$ cat config.mk
export PLATFORM = sky130hd
export DESIGN_NAME = dbg_link_engine
export DESIGN_NICKNAME = d
export VERILOG_FILES = /design/src/rtl/dbg_link_pkg.sv /design/src/rtl/dbg_wake_match.sv /design/src/rtl/dbg_resp_shift.sv /design/src/rtl/dbg_link_engine.sv
export SDC_FILE = /design/constraint.sdc
export NUM_CORES = 1
export LEC_CHECK = 0
export CAP_MARGIN = 10
export CORE_MARGIN = 5
export CORE_UTILIZATION = 45
export DETAILED_ROUTE_END_ITERATION = 10
export PLACE_DENSITY = 0.76
export SYNTH_ARGS = -nofsm -noshare
export SYNTH_HDL_FRONTEND = slang
export SYNTH_SLANG_ARGS = --single-unit
$ cat constraint.sdc
create_clock -name clk -period 2.2 [get_ports clk]
set_clock_uncertainty 0.2 [all_clocks]
set_input_delay 0.22 -clock clk [delete_from_list [all_inputs] [get_ports clk]]
set_output_delay 0.22 -clock clk [all_outputs]
set_load 0.02 [all_outputs]
$ cat src/rtl/dbg_link_pkg.sv
package dbg_link_pkg;
  typedef enum logic [2:0] {
    LS_SLEEP, LS_OPCODE, LS_ADDR, LS_WDATA, LS_SETUP, LS_ACCESS, LS_REPLY
  } link_state_t;

  localparam logic [7:0] CMD_NOP   = 8'h00;
  localparam logic [7:0] CMD_IDENT = 8'h01;
  localparam logic [7:0] CMD_READ  = 8'h02;
  localparam logic [7:0] CMD_WRITE = 8'h03;
  localparam logic [7:0] CMD_SLEEP = 8'hA5;
endpackage

$ cat src/rtl/dbg_wake_match.sv
module dbg_wake_match #(
  parameter int N = 4,
  parameter logic [8*N-1:0] SEQ = 32'h3F50_5553
) (
  input  logic       clk,
  input  logic       rst,
  input  logic       en,
  input  logic       byte_valid,
  input  logic [7:0] byte_in,
  output logic       hit
);
  localparam int IW = (N > 1) ? $clog2(N) : 1;

  logic [IW-1:0] idx;
  logic          match;

  assign match = byte_in == SEQ[8*idx +: 8];
  assign hit   = en && byte_valid && match && (idx == IW'(N-1));

  always_ff @(posedge clk) begin
    if (rst || !en) begin
      idx <= '0;
    end else if (byte_valid) begin
      if (match)
        idx <= (idx == IW'(N-1)) ? '0 : idx + 1'b1;
      else
        idx <= (byte_in == SEQ[7:0]) ? IW'(1) : '0;
    end
  end
endmodule

$ cat src/rtl/dbg_resp_shift.sv
module dbg_resp_shift #(
  parameter int W  = 32,
  parameter int BW = 8,
  localparam int NB = W / BW,
  localparam int CW = $clog2(NB + 1)
) (
  input  logic          clk,
  input  logic          rst,
  input  logic          load,
  input  logic [W-1:0]  load_data,
  input  logic [CW-1:0] load_cnt,
  output logic [BW-1:0] tx_data,
  output logic          tx_valid,
  input  logic          tx_ready,
  output logic          busy
);
  logic [W-1:0]  sh;
  logic [CW-1:0] cnt;

  assign tx_valid = cnt != '0;
  assign busy     = tx_valid;
  assign tx_data  = sh[BW-1:0];

  always_ff @(posedge clk) begin
    if (rst) begin
      sh  <= '0;
      cnt <= '0;
    end else if (load) begin
      sh  <= load_data;
      cnt <= load_cnt;
    end else if (tx_valid && tx_ready) begin
      sh  <= sh >> BW;
      cnt <= cnt - 1'b1;
    end
  end
endmodule

$ cat src/rtl/dbg_link_engine.sv
module dbg_link_engine
  import dbg_link_pkg::*;
#(
  parameter int AW = 8,
  parameter int DW = 32,
  parameter logic [DW-1:0] IDENT = 32'h1DB6_0001
) (
  input  logic          clk,
  input  logic          rst,
  input  logic [7:0]    rx_data,
  input  logic          rx_valid,
  output logic [7:0]    tx_data,
  output logic          tx_valid,
  input  logic          tx_ready,
  output logic          psel,
  output logic          penable,
  output logic          pwrite,
  output logic [AW-1:0] paddr,
  output logic [DW-1:0] pwdata,
  input  logic [DW-1:0] prdata,
  input  logic          pready,
  input  logic          pslverr
);
  localparam int NB  = DW / 8;
  localparam int CW  = $clog2(NB + 1);
  localparam int BIW = (NB > 1) ? $clog2(NB) : 1;

  link_state_t    state;
  logic [BIW-1:0] bidx;
  logic           wake_hit;
  logic           sh_busy;
  logic           ld;
  logic [DW-1:0]  ld_data;
  logic [CW-1:0]  ld_cnt;

  dbg_wake_match #(.N(4), .SEQ(32'h3F50_5553)) u_wake (
    .clk(clk), .rst(rst), .en(state == LS_SLEEP),
    .byte_valid(rx_valid), .byte_in(rx_data), .hit(wake_hit)
  );

  dbg_resp_shift #(.W(DW), .BW(8)) u_shift (
    .clk(clk), .rst(rst), .load(ld), .load_data(ld_data), .load_cnt(ld_cnt),
    .tx_data(tx_data), .tx_valid(tx_valid), .tx_ready(tx_ready), .busy(sh_busy)
  );

  always_comb begin
    ld      = 1'b0;
    ld_data = '0;
    ld_cnt  = '0;
    if (state == LS_OPCODE && rx_valid && rx_data == CMD_IDENT) begin
      ld      = 1'b1;
      ld_data = IDENT;
      ld_cnt  = CW'(NB);
    end else if (state == LS_ACCESS && pready) begin
      ld = 1'b1;
      if (pwrite) begin
        ld_data = {{(DW-1){1'b0}}, pslverr};
        ld_cnt  = CW'(1);
      end else begin
        ld_data = prdata;
        ld_cnt  = CW'(NB);
      end
    end
  end

  always_ff @(posedge clk) begin
    if (rst) begin
      state   <= LS_SLEEP;
      bidx    <= '0;
      psel    <= 1'b0;
      penable <= 1'b0;
      pwrite  <= 1'b0;
      paddr   <= '0;
      pwdata  <= '0;
    end else begin
      case (state)
        LS_SLEEP: if (wake_hit) state <= LS_OPCODE;
        LS_OPCODE: if (rx_valid) begin
          case (rx_data)
            CMD_IDENT: state <= LS_REPLY;
            CMD_READ:  begin pwrite <= 1'b0; state <= LS_ADDR; end
            CMD_WRITE: begin pwrite <= 1'b1; state <= LS_ADDR; end
            CMD_SLEEP: state <= LS_SLEEP;
            default:   state <= LS_OPCODE;
          endcase
        end
        LS_ADDR: if (rx_valid) begin
          paddr <= AW'(rx_data);
          bidx  <= '0;
          if (pwrite) begin
            state <= LS_WDATA;
          end else begin
            psel  <= 1'b1;
            state <= LS_SETUP;
          end
        end
        LS_WDATA: if (rx_valid) begin
          pwdata[8*bidx +: 8] <= rx_data;
          bidx <= bidx + 1'b1;
          if (bidx == BIW'(NB-1)) begin
            psel  <= 1'b1;
            state <= LS_SETUP;
          end
        end
        LS_SETUP: begin
          penable <= 1'b1;
          state   <= LS_ACCESS;
        end
        LS_ACCESS: if (pready) begin
          psel    <= 1'b0;
          penable <= 1'b0;
          state   <= LS_REPLY;
        end
        LS_REPLY: if (!sh_busy) state <= LS_OPCODE;
        default: state <= LS_SLEEP;
      endcase
    end
  end
endmodule

---- Yosys cells after proc, flatten, opt, wreduce, memory -nomap -nowiden ----
Index checks and enable logic that the tools add are counted.
cells by class
  add/subtract/negate cells ............... 4
  reduce and logical (&&, ||, !) cells .... 24
  shift-type cells ........................ 3
  equal/unequal tests ..................... 22
  multiplexer cells ....................... 37
operator list
  operator                                                                      number
  32-bit two-way mux                                                            5
  3-bit two-way mux                                                             13
  5-bit negation with 34-bit output                                             1
  8-bit by 34-bit variable shift with 32-bit output, first input constant       1
  8-bit by 34-bit variable part select with 32-bit output                       1
  32-bit bitwise mux                                                            1
  32-bit by 6-bit variable part select with 8-bit output, first input constant  1
  3-bit case mux with 7 select lines                                            1
  8-bit by 2-bit == test with 1-bit output, second input constant               2
  2-bit != test, second input constant                                          8
  3-bit == test, second input constant                                          3
  3-bit case mux with 3 select lines                                            1
  8-bit by 1-bit == test with 1-bit output, second input constant               1
  8-bit by 7-bit == test with 1-bit output, second input constant               1
  8-bit == test                                                                 1
  8-bit == test, second input constant                                          1
  1-bit two-way mux                                                             8
  2-bit two-way mux                                                             4
  2-bit nonzero test                                                            4
  1-bit logical AND                                                             7
  7-bit AND reduction                                                           1
  3-bit by 2-bit == test with 1-bit output, second input constant               2
  2-bit AND reduction                                                           3
  3-bit AND reduction                                                           2
  other kinds (13)                                                              17
storage, ports and cells
  input bits .............................. 46
  register bits after elaboration ......... 85

---- Depth between registers and ports, before layout ----
Gate-level depths: netlist (run 1).
  depth after elaboration ................. 6
  gate-level depth with buffers ........... 9
  gate-level depth less buffers ........... 7

---- Modules after synthesis ----
From an unflattened synthesis (run 1), not the netlist that was laid out.
second synthesis, totals
  cell total of the unflattened synthesis .. 542
  area total of the unflattened synthesis .. 4541.9 µm²
by module, submodules not included
  module           times used  sequential area each (µm²)  area an instance (µm²)  cells each
  dbg_link_engine  1           960.9                       2381.0                  303
  dbg_resp_shift   1           700.7                       1924.3                  209
  dbg_wake_match   1           40.0                        236.5                   30

---- Least setup slack after synthesis (run 1) ----
OpenSTA, ideal clock, no wires.
  path type ............................... flip-flop to flip-flop
  from .................................... register u_wake.idx[0]
  to ...................................... register state[0]
  buffers on the path ..................... 0
  arrival ................................. 1.992 ns
  stages on the path, launching flop included .. 8
  library setup time ...................... 0.121 ns
  path slack .............................. -0.113 ns
  cells stage by stage .................... dfxtp_1 -> inv_1 -> ha_1 -> nor2b_1 -> or4_1 -> nor4_1 -> o211ai_1 -> mux2_2
between the ends
  cells in the longest elaborated chain, start to end .. 6
  elaborated cells between the ends (all ways) .. 7
ends and longest elaborated chain
  what                                                    line                   source
  start: declaration                                      dbg_wake_match.sv:14   logic [IW-1:0] idx;
  start signal: assignment                                dbg_wake_match.sv:25   idx <= (idx == IW'(N-1)) ? '0 : idx + 1'b1;
  start signal: assignment                                dbg_wake_match.sv:27   idx <= (byte_in == SEQ[7:0]) ? IW'(1) : '0;
  32-bit by 6-bit variable part select with 8-bit output  dbg_wake_match.sv:17   assign match = byte_in == SEQ[8*idx +: 8];
  8-bit == test                                           dbg_wake_match.sv:17
  1-bit logical AND                                       dbg_wake_match.sv:18   assign hit = en && byte_valid && match && (idx == IW'(N-1));
  1-bit logical AND *                                     dbg_wake_match.sv:18
  2-bit != test (no line) *                               -
  7-bit AND reduction (no line) *                         -
  end signal: assignment                                  dbg_link_engine.sv:68  state <= LS_SLEEP;
  end signal: assignment                                  dbg_link_engine.sv:77  LS_SLEEP: if (wake_hit) state <= LS_OPCODE;
  end signal: assignment                                  dbg_link_engine.sv:80  CMD_IDENT: state <= LS_REPLY;
  end: declaration                                        dbg_link_engine.sv:28  link_state_t state;
Every way passes the cells marked *; elsewhere a longest branch is shown, timed or not.
A chain may end at the register's enable or synchronous reset.

---- Final worst setup path (run 1) ----
  from .................................... register u_wake.idx[1]
  to ...................................... register state[0]
Same word-level chain as after synthesis.

==> impl.org, run 1 <==
** Setup path
- The worst setup path is captured at a register.
- Counting both buffers and inverters, the worst setup path holds a total of 0.
- Slowest cell on crit path :: sky130_fd_sc_hd__or4_4
- Reg-to-reg slack, setup :: 0.07 ns
- R2R depth :: 6
- Data arrival at the endpoint of the critical path :: 2.18 ns
- The worst setup path is launched from a register.
- Capture point of the worst reg-to-reg path :: state[0]
- The critical path is of the register to register type.
- For this run, the slowest stage of the critical path takes 0.49 ns.
- Of all nets on the critical path, the largest fanout is 3.
- In this run the critical register-to-register path is launched from u_wake.idx[1].
- Family with the most delay on the worst path :: simple AND/OR/NAND/NOR gates
- Series of cell instances along the critical path :: ha_4, nor2b_1, or4_4, nor4_2, o211ai_1, mux2_4
- Data on the critical path is required at its endpoint by 2.25 ns.

** Timing
- Peak Freq :: 0.469 GHz
- Setup slack closes at 0.0673 ns.
- Unrepaired setup endpoints after global routing :: true
- Remaining max-slew budget at the tightest pin :: 0.608
- At the pin with the least slew margin, the transition time is 0.588 ns.
- The worst path needs 2.13 ns of the cycle, external delays included.
- The count of final hold-check violations came to 0.
- The count of final max-slew check failures is 0.
- In the finished design, the share of the clock period the worst path needs comes to 0.969.
- Count of final setup violators :: 0

** GRT
- Antenna violations before repair :: 0
- In the global route stage, overall resource usage came out at 0.202.
- First-pass GRT wire length :: 18.9 mm
- Via count of the first global-routing pass :: 3931
- Entering global routing, the biggest net connects 49 pins.
- Total grt overflow :: 0

** Yosys
- Most frequent cells after synthesis :: sky130_fd_sc_hd__dfxtp_1, sky130_fd_sc_hd__nor2_1, sky130_fd_sc_hd__nand2_1
- After synthesis, the largest family of logic cells by area is simple AND/OR/NAND/NOR gates.
- A synthesized cell averages 8.55 µm².
- Summed over all instances, the cell type with the most area after synthesis is sky130_fd_sc_hd__dfxtp_1.
- The cell area that synthesis handed to floorplanning was 0.00426 mm².
- The portion of synthesized area spent on multiplexers is 0.0120.
- Of the total synthesized cell area, the portion taken by full adders, half adders and majority gates is 0.0294.
- Of the total synthesized cell area, the portion taken by XOR and XNOR cells is 0.
- The number of different library cells used by synthesis comes to 51.
- In the synthesized netlist, the number of instances is 498.
- Of the post-synthesis cell area, the dominant cell type holds 0.400.
- Ranking of synthesized cells by area :: sky130_fd_sc_hd__dfxtp_1, sky130_fd_sc_hd__nor3_2, sky130_fd_sc_hd__a2bb2oi_2, sky130_fd_sc_hd__a21oi_1, sky130_fd_sc_hd__nor2_1
- Share of async-settable or async-resettable flops after synthesis :: 0
- The most used flip-flop cell after synthesis is sky130_fd_sc_hd__dfxtp_1.
- Most frequent cell after synthesis :: sky130_fd_sc_hd__dfxtp_1
- Number of nets produced by synthesis :: 554
- For this run, the register share of the synthesized area comes to 0.400.
- Synthesis warning total :: 0
- Of the total synthesized cell area, the portion taken by AND, OR, NAND and NOR gates is 0.298.
- Number of synthesized register bits :: 85
- The post-synthesis compound-gate area fraction came to 0.183.
- The synthesized design contains 0 enable-type register cells.

** Hold path
- The startpoint identified for the worst hold timing path is rx_data[7].
- Capture endpoint of the worst hold path :: paddr[7]
- Hold Path Depth :: 4
- Worst Hold Class :: input port to register

** Drt
- In the routed layout, each cell is associated on average with a via count of 5.23.
- After detailed routing, the average wire length per cell comes to 15.8 µm.
- Length of the first detailed-routing pass in iterations :: 4
- Number of DRC violations after detailed-routing iteration 0 :: 194
- # DRC :: 0
- The count of nets left with antenna violations once routing finished came out at 0.
- Across all layers, the routed design uses 3889 vias.
- The routed design has 11.7 mm of wire.

** Finish
- Layout cells sized above 1 :: 0.221
- Number of antenna cells inserted :: 0
- Area taken by flip-flops and latches :: 0.00170 mm²
- The layout has 777 filler cells.
- Area of combinational cells with multiple inputs :: 0.00228 mm²
- The area growth from synthesis to layout is 36.3%.
- The final layout contains 665 nets.

** Clock network
- CTS H-tree lvls :: 3
- TritonCTS clock tree :: yes
- Counting every sink on the clock net gives 85.
- Clock transition at the register clock pins on the worst setup and hold paths after CTS :: 0.10 ns
- Clock network latency to the later pin of the worst-skew pair :: 0.36 ns
- Clock tree synthesis selected as its root buffer the cell sky130_fd_sc_hd__clkbuf_8.
- Largest buffer count on any clock path :: 2
- Number of buffers inserted during clock tree synthesis :: 9
- Quantity of hold-fixing buffers added after cts :: 0

** Floorplan
- Row generation in the floorplan step produced 35 rows.
- Die extent in y :: 107 µm
- Die X-Extent :: 107 µm
- Floorplan die area :: 0.0115 mm²
- Top-level I/O count :: 98
- The initial utilization of the core area, before any placement, comes to 0.461.
- The region available for standard cell placement spans 0.00924 mm².

** Run status
- The run finished with clean final reports.

** Pwr
- The analysis attributes to cell leakage a power of 2.13 nW.
- PnR Total Power :: 0.00471 W
- Power per standard cell area :: 812 mW/mm²
- Maximum VDD drop :: 0.349 mV

** Placement
- The congestion estimate from routability-driven global placement came to 0.856.
- Pre-CTS WS :: -0.351 ns
- Detailed placer's ending HPWL :: 8.56 mm
- # port buffers :: 97

** Job
- MaxCap Viol Count :: 0
[power breakdown]
part           switching (W)  internal, W  total, W
clock network       0.000628     0.000428   0.00106
logic               0.000839     0.000831   0.00167
registers           0.000170      0.00182   0.00199
[sequential cells by signal (all words and copies together) (netlist names)]
signal / flops
psel: 1
u_shift.sh: 32
penable: 1
pwdata: 32
paddr: 8
pwrite: 1
bidx: 2
state: 3
u_wake.idx: 2
u_shift.cnt: 3
[through the flow]
step,cell area (µm²),util,TNS [ns],cells,hold WS [ns]
global placement,5540,0.600,-10.51,725,0.239
finish,5800,0.628,0,743,0.118
global route,5800,0.628,-0.0223,743,0.125
CTS,5750,0.623,-0.0316,742,0.138
floorplan,4290,-,-0.762,498,0.156
detailed placement,5540,0.600,-11.62,725,0.244
[area by class of cell]
class | instances | area share
repair buffers | 148 | 0.249
well taps | 129 | 0.0278
flip-flops and latches | 85 | 0.294
multi-input cells | 356 | 0.393
clock buffers | 9 | 0.0213
clock inverters | 7 | 0.00992
inverters | 9 | 0.00582
[logic make-up (layout without fill, tap and decap cells)]
| logic type | Yosys count | count (layout) |
|---|---|---|
| AO/OA/AOI/OAI | 105 | 105 |
| adder cells (fa/ha/maj) | 10 | 10 |
| buffers and inverters | 57 | 173 |
| flip-flops | 85 | 85 |
| multiplexers | 5 | 5 |
| AND/OR/NAND/NOR | 236 | 236 |
[worst max-delay path by stage]
stage,cells past startpoint,slack [ns],to,start
floorplan,9,-0.04,u_shift.sh[9],rx_data[2]
global placement,7,-0.31,u_shift.sh[4],rx_data[2]
detailed placement,7,-0.35,u_shift.sh[4],rx_data[2]
CTS,6,-0.03,state[0],u_wake.idx[1]
global route,6,-0.02,state[0],u_wake.idx[1]
finish,6,0.07,state[0],u_wake.idx[1]
[layer usage]
layer	vias to the layer above	global-route usage	part of all wire
met3	17	0.0522	0.058
li1	1942	-	-
met1	1826	0.244	0.43
met5	-	0	0
met2	104	0.350	0.50
met4	0	0.0658	0.017
[placed cells by master (no fill, tap or decap), types with 3 or more instances in the layout]
cell type,count
sky130_fd_sc_hd__a21oi_1,53
sky130_fd_sc_hd__a221oi_1,5
sky130_fd_sc_hd__a2bb2oi_2,19
sky130_fd_sc_hd__a31oi_1,3
sky130_fd_sc_hd__a32oi_1,4
sky130_fd_sc_hd__and3_1,4
sky130_fd_sc_hd__buf_12,5
sky130_fd_sc_hd__buf_4,45
sky130_fd_sc_hd__clkbuf_8,9
sky130_fd_sc_hd__clkdlybuf4s50_1,91
sky130_fd_sc_hd__dfxtp_1,83
sky130_fd_sc_hd__dlymetal6s2s_1,4
sky130_fd_sc_hd__ha_1,9
sky130_fd_sc_hd__inv_1,8
sky130_fd_sc_hd__mux2i_1,4
sky130_fd_sc_hd__nand2_1,57
sky130_fd_sc_hd__nand2b_1,6
sky130_fd_sc_hd__nand3_1,34
sky130_fd_sc_hd__nor2_1,64
sky130_fd_sc_hd__nor2_2,5
sky130_fd_sc_hd__nor2b_1,5
sky130_fd_sc_hd__nor3_1,6
sky130_fd_sc_hd__nor3_2,28
sky130_fd_sc_hd__nor3b_1,4
sky130_fd_sc_hd__nor4_1,3
sky130_fd_sc_hd__o21ai_0,10
sky130_fd_sc_hd__or2_2,3
sky130_fd_sc_hd__or4_4,3
[what timing repair did]
item / in CTS / in global routing
setup endpoints to repair: 3 / 14
setup buffers: 1 / 0
cloned: 0 / 1
resized for setup: 6 / 7
pin swaps: 4 / 6
[worst register-to-register path: cells and delay by family, from the launching register on]
family	cells	cell delay [ns]
DFF	1	0.35
adders and majority gates	1	0.23
AOI/OAI and AO/OA	1	0.15
muxes	1	0.33
and+or+nand+nor	3	0.75
No activity file was read; power rests on OpenSTA's default activity.
==> run 2: changes to the inputs <==
CORE_MARGIN = not set   (was 5)
CORE_UTILIZATION = 46   (was 45)
CTS_CLUSTER_SIZE = 12   (was not set)
SYNTH_HIERARCHICAL = 1   (was not set)
==> run 2 against run 1 <==
Net effect: the flow now finishes with violations (setup timing); count of clock-buffer cells in the layout is 1 higher; worst setup slack worse by 0.30 ns; global-route usage is 5.1 points higher; utilization is 4.3 points higher; combinational power is 14% higher; non-clock buffer count is 7 higher; sequential share of layout area is 2.3 points lower; die area is 11% lower; critical path depth is 3 higher; final cell count is 6.2% higher; via count is 15% higher; critical endpoint unchanged; largest power group is now combinational logic; highest routed layer unchanged.
==> impl.org, run 2 <==
** Setup path
- Data arrival at the endpoint of the critical path :: 2.52 ns (+0.34 ns)
- The worst register-to-register path begins at u_wake/idx[1].
- Series of cell instances along the critical path :: ha_4, or3_4, a211oi_4, nand2_1, nor2_1, nor4_1, a311oi_1, or3b_4, o31ai_4
- Crit path capture type :: register
- Required time of the worst setup path :: 2.28 ns (+0.03 ns)
- The largest fanout of any net on the critical path came to 4 (+1).
- The critical path in this run is classified as register to register.
- The most critical setup path has its startpoint at u_wake/idx[1].
- Setup crit start kind :: register
- The worst stage delay on the critical path was 0.44 ns (-0.05 ns).
- Slowest cell on crit path :: sky130_fd_sc_hd__or3b_4

** GRT
- Via count of the first global-routing pass :: 4194 (+6.7%)
- The aggregate global-route resource usage is 0.253 (+0.0505).
- The largest net degree at the start of global routing came to 71 (+45%).
- Antenna violations before repair :: 0 (unchanged)
- First-pass GRT wire length :: 20.5 mm (+8.3%)
- The residual overflow from global routing is 0 (unchanged).

** Drt
- Overall via count from detail_route :: 4455 (+15%)
- Number of vias per cell :: 5.65 (+7.9%)
- The routed length per instance is 16.3 µm (+3.1%).
- Topmost layer with routed signal wires :: met4
- Remaining number of nets flagged by the antenna check after routing :: 0 (unchanged)
- The number of iterations in the first detailed-routing pass came to 5 (+1).
- The DRC marker count from the first detailed-route iteration was 285 (+47%).
- The total wire length was 12.8 mm (+9.5%).
- # DRC :: 0 (unchanged)
- Detailed route wirelength on metal2 :: 6.11 mm (+4.1%)
- The routed length on met1 came to 5.69 mm (+14%).
- Met3 WL :: 719 µm (+6.0%)

** Pwr
- Clock network fraction of total power :: 0.227 (+0.003)
- Switching Share :: 0.365 (+0.0176)
- Share of power burned in registers :: 0.382 (-0.040)
- The sum of internal, switching and leakage power was 0.00486 W (+3.2%).
- The maximum ir drop on the vdd rail came to 0.558 mV (+60%).
- Leak :: 2.31 nW (+8.4%)
- The combinational fraction of design power came to 0.392 (+0.038).
- Total internal power :: 0.00309 W (+0.40%)
- The ratio of total power to cell area came to 770 mW/mm² (-5.2%).
- The net switching component of the power came to 0.00177 W (+8.4%).

** Finish
- Largest registers :: pwdata: 32 flops, u_shift/sh: 32 flops, paddr: 8 flops
- The share of cells above drive strength 1 is 0.186 (-0.0351).
- The top cell types in the final layout, fill and taps aside, are sky130_fd_sc_hd__clkdlybuf4s50_1, sky130_fd_sc_hd__dfxtp_1, sky130_fd_sc_hd__nand2_1.
- The final standard cell count with taps included and fillers excluded came to 789 (+6.2%).
- The number of antenna diodes was 0 (unchanged).
- The count of nets after finishing was 712 (+7.1%).
- The library cell used most frequently in the layout, excluding fill and tap cells, is sky130_fd_sc_hd__clkdlybuf4s50_1.
- Synthesis-to-finish area growth :: 39.1%
- Number of fillers in the final layout :: 740 (-4.8%)
- The final cell utilization of the core was 0.671 (+0.0428).

** Floorplan
- The width of the die is 101 µm (-5.5%).
- The count of standard-cell rows is 35 (unchanged).
- Starting Density :: 0.482 (+0.0216)
- The area of the die is 0.0103 mm² (-11%).
- Top-level I/O count :: 98 (unchanged)
- The overall die height is 101 µm (-5.5%).
- The area of the placeable core is 0.00942 mm² (+1.9%).

** Run status
- The checks that failed: setup timing.
- The run finished, with violations left.

** Yosys
- Synth area leader :: sky130_fd_sc_hd__dfxtp_1
- Synth Area in XOR/XNOR :: 0.00771 (+0.00771)
- Post-Syn Area :: 0.00454 mm² (+6.7%)
- Sequential share of the synthesized area :: 0.375 (-0.0250)
- The multiplexer share of the synthesized area is 0.0198 (+0.00779).
- The portion of synthesized cell area occupied by the leading cell type came to 0.375 (-0.0250).
- After synthesis, the largest family of logic cells by area is simple AND/OR/NAND/NOR gates.
- The most used flip-flop cell after synthesis is sky130_fd_sc_hd__dfxtp_1.
- Number of nets produced by synthesis :: 599 (+8.1%)
- Number of synthesized register bits :: 85 (unchanged)
- The synthesized instance count is 542 (+8.8%).
- Share of async-settable or async-resettable flops after synthesis :: 0 (unchanged)
- sky130_fd_sc_hd__dfxtp_1 is the most common cell in the netlist.
- The count of warnings emitted by yosys is 6 (+6).
- Ranking of synthesized cells by area :: sky130_fd_sc_hd__dfxtp_1, sky130_fd_sc_hd__a2111oi_2, sky130_fd_sc_hd__nand2_1, sky130_fd_sc_hd__a21oi_1, sky130_fd_sc_hd__nand4_1
- Mean Syn Cell Area :: 8.38 µm² (-2.0%)
- Compound-Gate Fraction of Synth Area :: 0.198 (+0.0147)
- The area share of and/or/nand/nor cells after synthesis came to 0.289 (-0.00927).
- Fraction of the mapped netlist area in adder cells :: 0.0303 (+0.000917)
- Number of enable flip-flop cells after synthesis :: 0 (unchanged)
- Cell variety after synth :: 59 (+16%)
- Sorting the synthesized cells by how often they occur yields sky130_fd_sc_hd__dfxtp_1, sky130_fd_sc_hd__nand2_1, sky130_fd_sc_hd__a21oi_1.

** Clock network
- The clock transition time at the flip-flop clock pins of the worst setup and hold paths was 0.10 ns (about the same).
- The number of buffers on the longest clock path was 2 (unchanged).
- CTS H-tree lvls :: 3 (unchanged)
- The tree is rooted in a sky130_fd_sc_hd__clkbuf_8.
- Number of buffers inserted during clock tree synthesis :: 9 (unchanged)
- The count of clock tree sinks was 85 (unchanged).
- TritonCTS built the clock tree.
- Clock network latency to the later pin of the worst-skew pair :: 0.36 ns (about the same)

** Hold path
- Worst Hold Class :: input port to register
- Beginning of the worst hold path :: rst

** Timing
- The final setup slack of the worst path is -0.237 ns (-0.305 ns).
- Setup repair after global routing could not meet its margin everywhere.
- The highest attainable clock frequency is 0.410 GHz (-12%).
- The worst-margin pin slew was 0.795 ns (+0.206 ns).
- Number of hold violations in the final report :: 0 (unchanged)
- The tightest slew margin relative to the limit came to 0.463 (-0.144).
- Worst Hold Margin :: 0.0141 ns (-0.104 ns)
- The number of endpoints failing setup at the final stage came to 3 (+3).
- The final critical-path required period was 2.44 ns (+0.305 ns).
- Post-route clock period utilization :: 1.11 (+0.138)
- The count of final max-slew check failures is 0 (unchanged).

** Placement
- The final weighted congestion in routability-driven placement is 0.842 (-1.7%).
- # port buffers :: 97 (unchanged)
- The placed cell count came to 772 (+6.5%).
- Pre-CTS WS :: -0.525 ns (-0.174 ns)
- The half-perimeter wire length after detailed placement was 9.02 mm (+5.3%).

** Job
- MaxCap Viol Count :: 0 (unchanged)
run 2: cell count changes after synthesis, moves of 10 or more:
cell / delta
sky130_fd_sc_hd__nand2_1: +13
sky130_fd_sc_hd__buf_2: +11
sky130_fd_sc_hd__nand4_1: +33
sky130_fd_sc_hd__a2bb2oi_2: -18
sky130_fd_sc_hd__nor2b_1: +21
sky130_fd_sc_hd__a2111oi_2: +19
sky130_fd_sc_hd__and2_1: +21
sky130_fd_sc_hd__nor2_1: -26
sky130_fd_sc_hd__nand3_1: -29
sky130_fd_sc_hd__clkbuf_1: -10
sky130_fd_sc_hd__inv_1: +10
sky130_fd_sc_hd__nor3_2: -28
run 2: worst paths after layout:
kind         slack, ns  cells after the start    endpoint
max              -0.24                      9    state[0]
min               0.01                      2    paddr[1]
max reg2reg      -0.24                      9    state[0]
min reg2reg       0.26                      2  pwdata[19]
run 2: timing repair:
item | CTS | global route
setup buffers | 0 | 1
endpoints found under the setup margin | 28 | 36
gates resized for setup | 10 | 24
pin swaps | 1 | 6
hold buffers | 0 | 0
run 2: cells by family after synthesis:
family,Yosys count
xor gates and xnor gates,4
buffers and inverters,73
and+or+nand+nor,245
DFF,85
other,1
muxes,9
adders and majority gates,11
AOI/OAI and AO/OA,114
run 2: worst max-delay path: cells and delay by family (launching register included):
kind / cells / cell delay [ns]
simple gates: 5 / 1.00
compound gates: 3 / 0.59
flops: 1 / 0.38
fa+ha+maj: 1 / 0.17
run 2: layer usage:
| layer | vias up | GRT usage |
|---|---|---|
| li1 | 2140 | - |
| met1 | 2132 | 0.334 |
| met2 | 151 | 0.403 |
| met3 | 32 | 0.0518 |
| met4 | 0 | 0.101 |
| met5 | - | 0 |
run 2: layout make-up:
type	count	area (µm²)	area share
multi-input cells	384	2640	0.418
inverters	20	77.6	0.0123
clock inverters	6	53.8	0.00852
repair buffers	155	1530	0.242
clock buffers	10	138	0.0218
well taps	129	161	0.0256
flip-flops and latches	85	1710	0.271
run 2: power by group through the flow:
stage / Clock [W] / Combinational (W) / Sequential [W]
after floorplan: 0 / 0.00137 / 0.00186
final: 0.00110 / 0.00190 / 0.00186
after global placement: 0 / 0.00170 / 0.00188
after detailed placement: 0 / 0.00175 / 0.00189
after CTS: 0.00111 / 0.00180 / 0.00186
after global routing: 0.00118 / 0.00204 / 0.00188
run 2: through the flow:
step                      cell area (µm²)  setup TNS (ns)
after floorplan                      4580          -0.223
after global placement               5960          -13.87
after detailed placement             5960          -15.01
after CTS                            6200          -0.635
after global routing                 6320           -1.08
final                                6320          -0.611
==> run 3: changes to the inputs <==
CORE_UTILIZATION = 45   (was 46)
SYNTH_HIERARCHICAL = not set   (was 1)
==> run 3 against run 2 <==
Net effect: the flow now finishes without violations; largest cell class unchanged; worst hold slack better by 0.11 ns; maximum frequency increased by 11%; count of clock-buffer cells in the layout is 1 higher; worst setup slack gained 0.24 ns; non-clock buffer count down 3; utilization shrank 3.0 points; final cell count down 7.6%; critical endpoint is now u_wake.idx[1]; critical path type unchanged; combinational power shrank 12%; critical path depth decreased by 1; final area is 6.6% lower; wire length down 9.5%.
==> impl.org, run 3 (synthesized netlist as in run 1, its figures left out) <==
** Floorplan
- The width of the die is 99.3 µm (-2.1%).
- Standard cell core area :: 0.00920 mm² (-2.3%)
- The area of the die came to 0.00985 mm² (-4.1%).
- Number of rows created at floorplan :: 35 (unchanged)
- Starting Density :: 0.463 (-0.0194)
- Top-level I/O count :: 98 (unchanged)
- Die extent in y :: 99.3 µm (-2.1%)

** Clock network
- Quantity of hold-fixing buffers added after cts :: 0 (unchanged)
- Clock sink count :: 85 (unchanged)
- The clock transition time at the flip-flop clock pins of the worst setup and hold paths was 0.09 ns (about the same).
- The number of CTS-inserted buffers was 9 (unchanged).
- TritonCTS built the clock tree.
- Clock network latency to the later pin of the worst-skew pair :: 0.35 ns (about the same)
- CTS H-tree lvls :: 3 (unchanged)
- Root Buffer :: sky130_fd_sc_hd__clkbuf_8
- Largest buffer count on any clock path :: 2 (unchanged)

** Timing
- Remaining max-slew budget at the tightest pin :: 0.570 (+0.107)
- Peak Freq :: 0.455 GHz (+11%)
- TNS Setup :: 0 ns (+0.611 ns)
- Pins Over Slew Limit :: 0 (unchanged)
- The share of the clock period used by the worst path was 0.999 (-0.109).
- The number of endpoints failing setup at the final stage was 0 (-3).
- The final critical-path required period was 2.20 ns (-0.240 ns).
- Post-layout worst setup margin :: 0.00288 ns (+0.240 ns)
- The worst hold-check slack was 0.127 ns (+0.113 ns).
- Tightest Pin Transition :: 0.645 ns (-0.150 ns)
- The count of final hold-check violations was 0 (unchanged).

** Drt
- The number of iterations in the first detailed-routing pass was 4 (-1).
- Average wire per standard cell :: 15.9 µm (-2.1%)
- Final wirelength :: 11.6 mm (-9.5%)
- Overall via count from detail_route :: 3990 (-10%)
- The post-detailed-route count of antenna-violating nets is 0 (unchanged).
- The post-detailed-route via-to-cell ratio came to 5.47 (-3.1%).
- Number of DRC violations after detailed-routing iteration 0 :: 182 (-36%)
- # DRC :: 0 (unchanged)

** GRT
- The initial antenna violation count came to 0 (unchanged).
- Overall track demand over capacity in global routing :: 0.236 (-0.0167)
- Via count of the first global-routing pass :: 4017 (-4.2%)
- First-pass GRT wire length :: 18.6 mm (-9.2%)
- Largest net degree at the start of global routing :: 51 (-28%)
- The residual overflow from global routing is 0 (unchanged).

** Pwr
- PnR Total Power :: 0.00500 W (+2.8%)
- The leakage power total was 2.19 nW (-5.6%).
- Share of power burned in registers :: 0.398 (+0.016)
- The maximum ir drop on the vdd rail came to 0.423 mV (-24%).
- The ratio of total power to cell area came to 848 mW/mm² (+10%).
- Total internal power :: 0.00341 W (+10%)
- Switching Share :: 0.319 (-0.0462)
- Combinational power share :: 0.334 (-0.058)
- The clock network fraction of design power is 0.268 (+0.041).
- Reported net switching power :: 0.00159 W (-10%)

** Job
- The number of max-cap violations came to 0 (unchanged).

** Finish
- Relative to the synthesized area, the layout overhead comes to 38.5%.
- Largest registers :: pwdata: 32 flops, u_shift.sh: 32 flops, paddr: 8 flops
- Filler-free cell count of the finished design :: 729 (-7.6%)
- The count of nets after finishing is 669 (-6.0%).
- The number of antenna diodes was 0 (unchanged).
- The library cells used most frequently in the layout, excluding fill and tap cells, are sky130_fd_sc_hd__clkdlybuf4s50_1, sky130_fd_sc_hd__dfxtp_1, sky130_fd_sc_hd__nor2_1.
- Most frequent standard cell in the layout excluding fill and tap cells :: sky130_fd_sc_hd__clkdlybuf4s50_1
- The share of cells above drive strength 1 is 0.230 (+0.0434).

** Placement
- The final weighted congestion in routability-driven placement was 0.877 (+4.2%).
- Detailed placer's ending HPWL :: 8.16 mm (-9.5%)
- The placed cell count was 711 (-7.9%).
- # port buffers :: 97 (unchanged)
- The worst setup slack before clock tree synthesis was -0.357 ns (+0.168 ns).

** Run status
- Result of the run :: finished, final reports clean

** Setup path
- Data arrival at the endpoint of the critical path :: 2.26 ns (-0.26 ns)
- Required time of the worst setup path :: 2.27 ns (about the same)
- The largest fanout of any net on the critical path came to 5 (+1).
- The worst setup path is launched from a register.
- The worst setup path is captured at a register.
- Worst setup path class :: register to register

** Hold path
- Worst Hold Class :: input port to register
[run 3: power groups by stage]
stage | logic (W) | registers [W] | clock network, W
6_report | 0.00167 | 0.00199 | 0.00134
3_5_place_dp | 0.00165 | 0.00202 | 0
5_1_grt | 0.00183 | 0.00203 | 0.00142
2_1_floorplan | 0.00130 | 0.00197 | 0
4_1_cts | 0.00166 | 0.00199 | 0.00136
3_3_place_gp | 0.00160 | 0.00202 | 0
[run 3: layer usage]
metal	GRT usage	wire length, µm	up-vias
met2	0.423	5890	121
met3	0.0478	583	23
met1	0.275	4890	1890
met4	0.0950	258	0
met5	0	0	-
li1	-	-	1956
[run 3: through the flow]
step                cell area, µm²   util
floorplan                     4290      -
detailed placement            5550  0.604
finish                        5900  0.641
global route                  5900  0.641
global placement              5550  0.604
CTS                           5800  0.631
[run 3: cell type report]
class	instances	area [µm²]
clock buffer	11	131
clock inverter	5	108
fill	772	3300
inverter	9	33.8
multi-input combinational	356	2330
sequential	85	1700
tap	111	139
timing repair buffer	152	1450
[run 3: worst paths after layout]
check	slack, ns	endpoint	from	depth (start not counted)
hold reg to reg	0.26	pwdata[4]	pwdata[4]	2
setup / recovery	0.003	u_wake.idx[1]	u_wake.idx[0]	8
hold / removal	0.13	paddr[2]	rx_data[2]	4
setup reg to reg	0.003	u_wake.idx[1]	u_wake.idx[0]	8
[run 3: critical path: stages (launching register included)]
cell,delay (ns)
sky130_fd_sc_hd__dfxtp_2,0.33
sky130_fd_sc_hd__buf_4,0.14
sky130_fd_sc_hd__ha_1,0.26
sky130_fd_sc_hd__nor4b_2,0.30
sky130_fd_sc_hd__a31oi_2,0.10
sky130_fd_sc_hd__buf_4,0.18
sky130_fd_sc_hd__nor4_2,0.28
sky130_fd_sc_hd__mux2i_1,0.15
sky130_fd_sc_hd__nor2_1,0.17
[run 3: timing repair]
item / 4_1_cts / 5_1_grt
pin swaps: 0 / 3
resized for setup: 4 / 15
setup endpoints to repair: 5 / 18
setup buffers: 0 / 2
gates cloned: 0 / 0
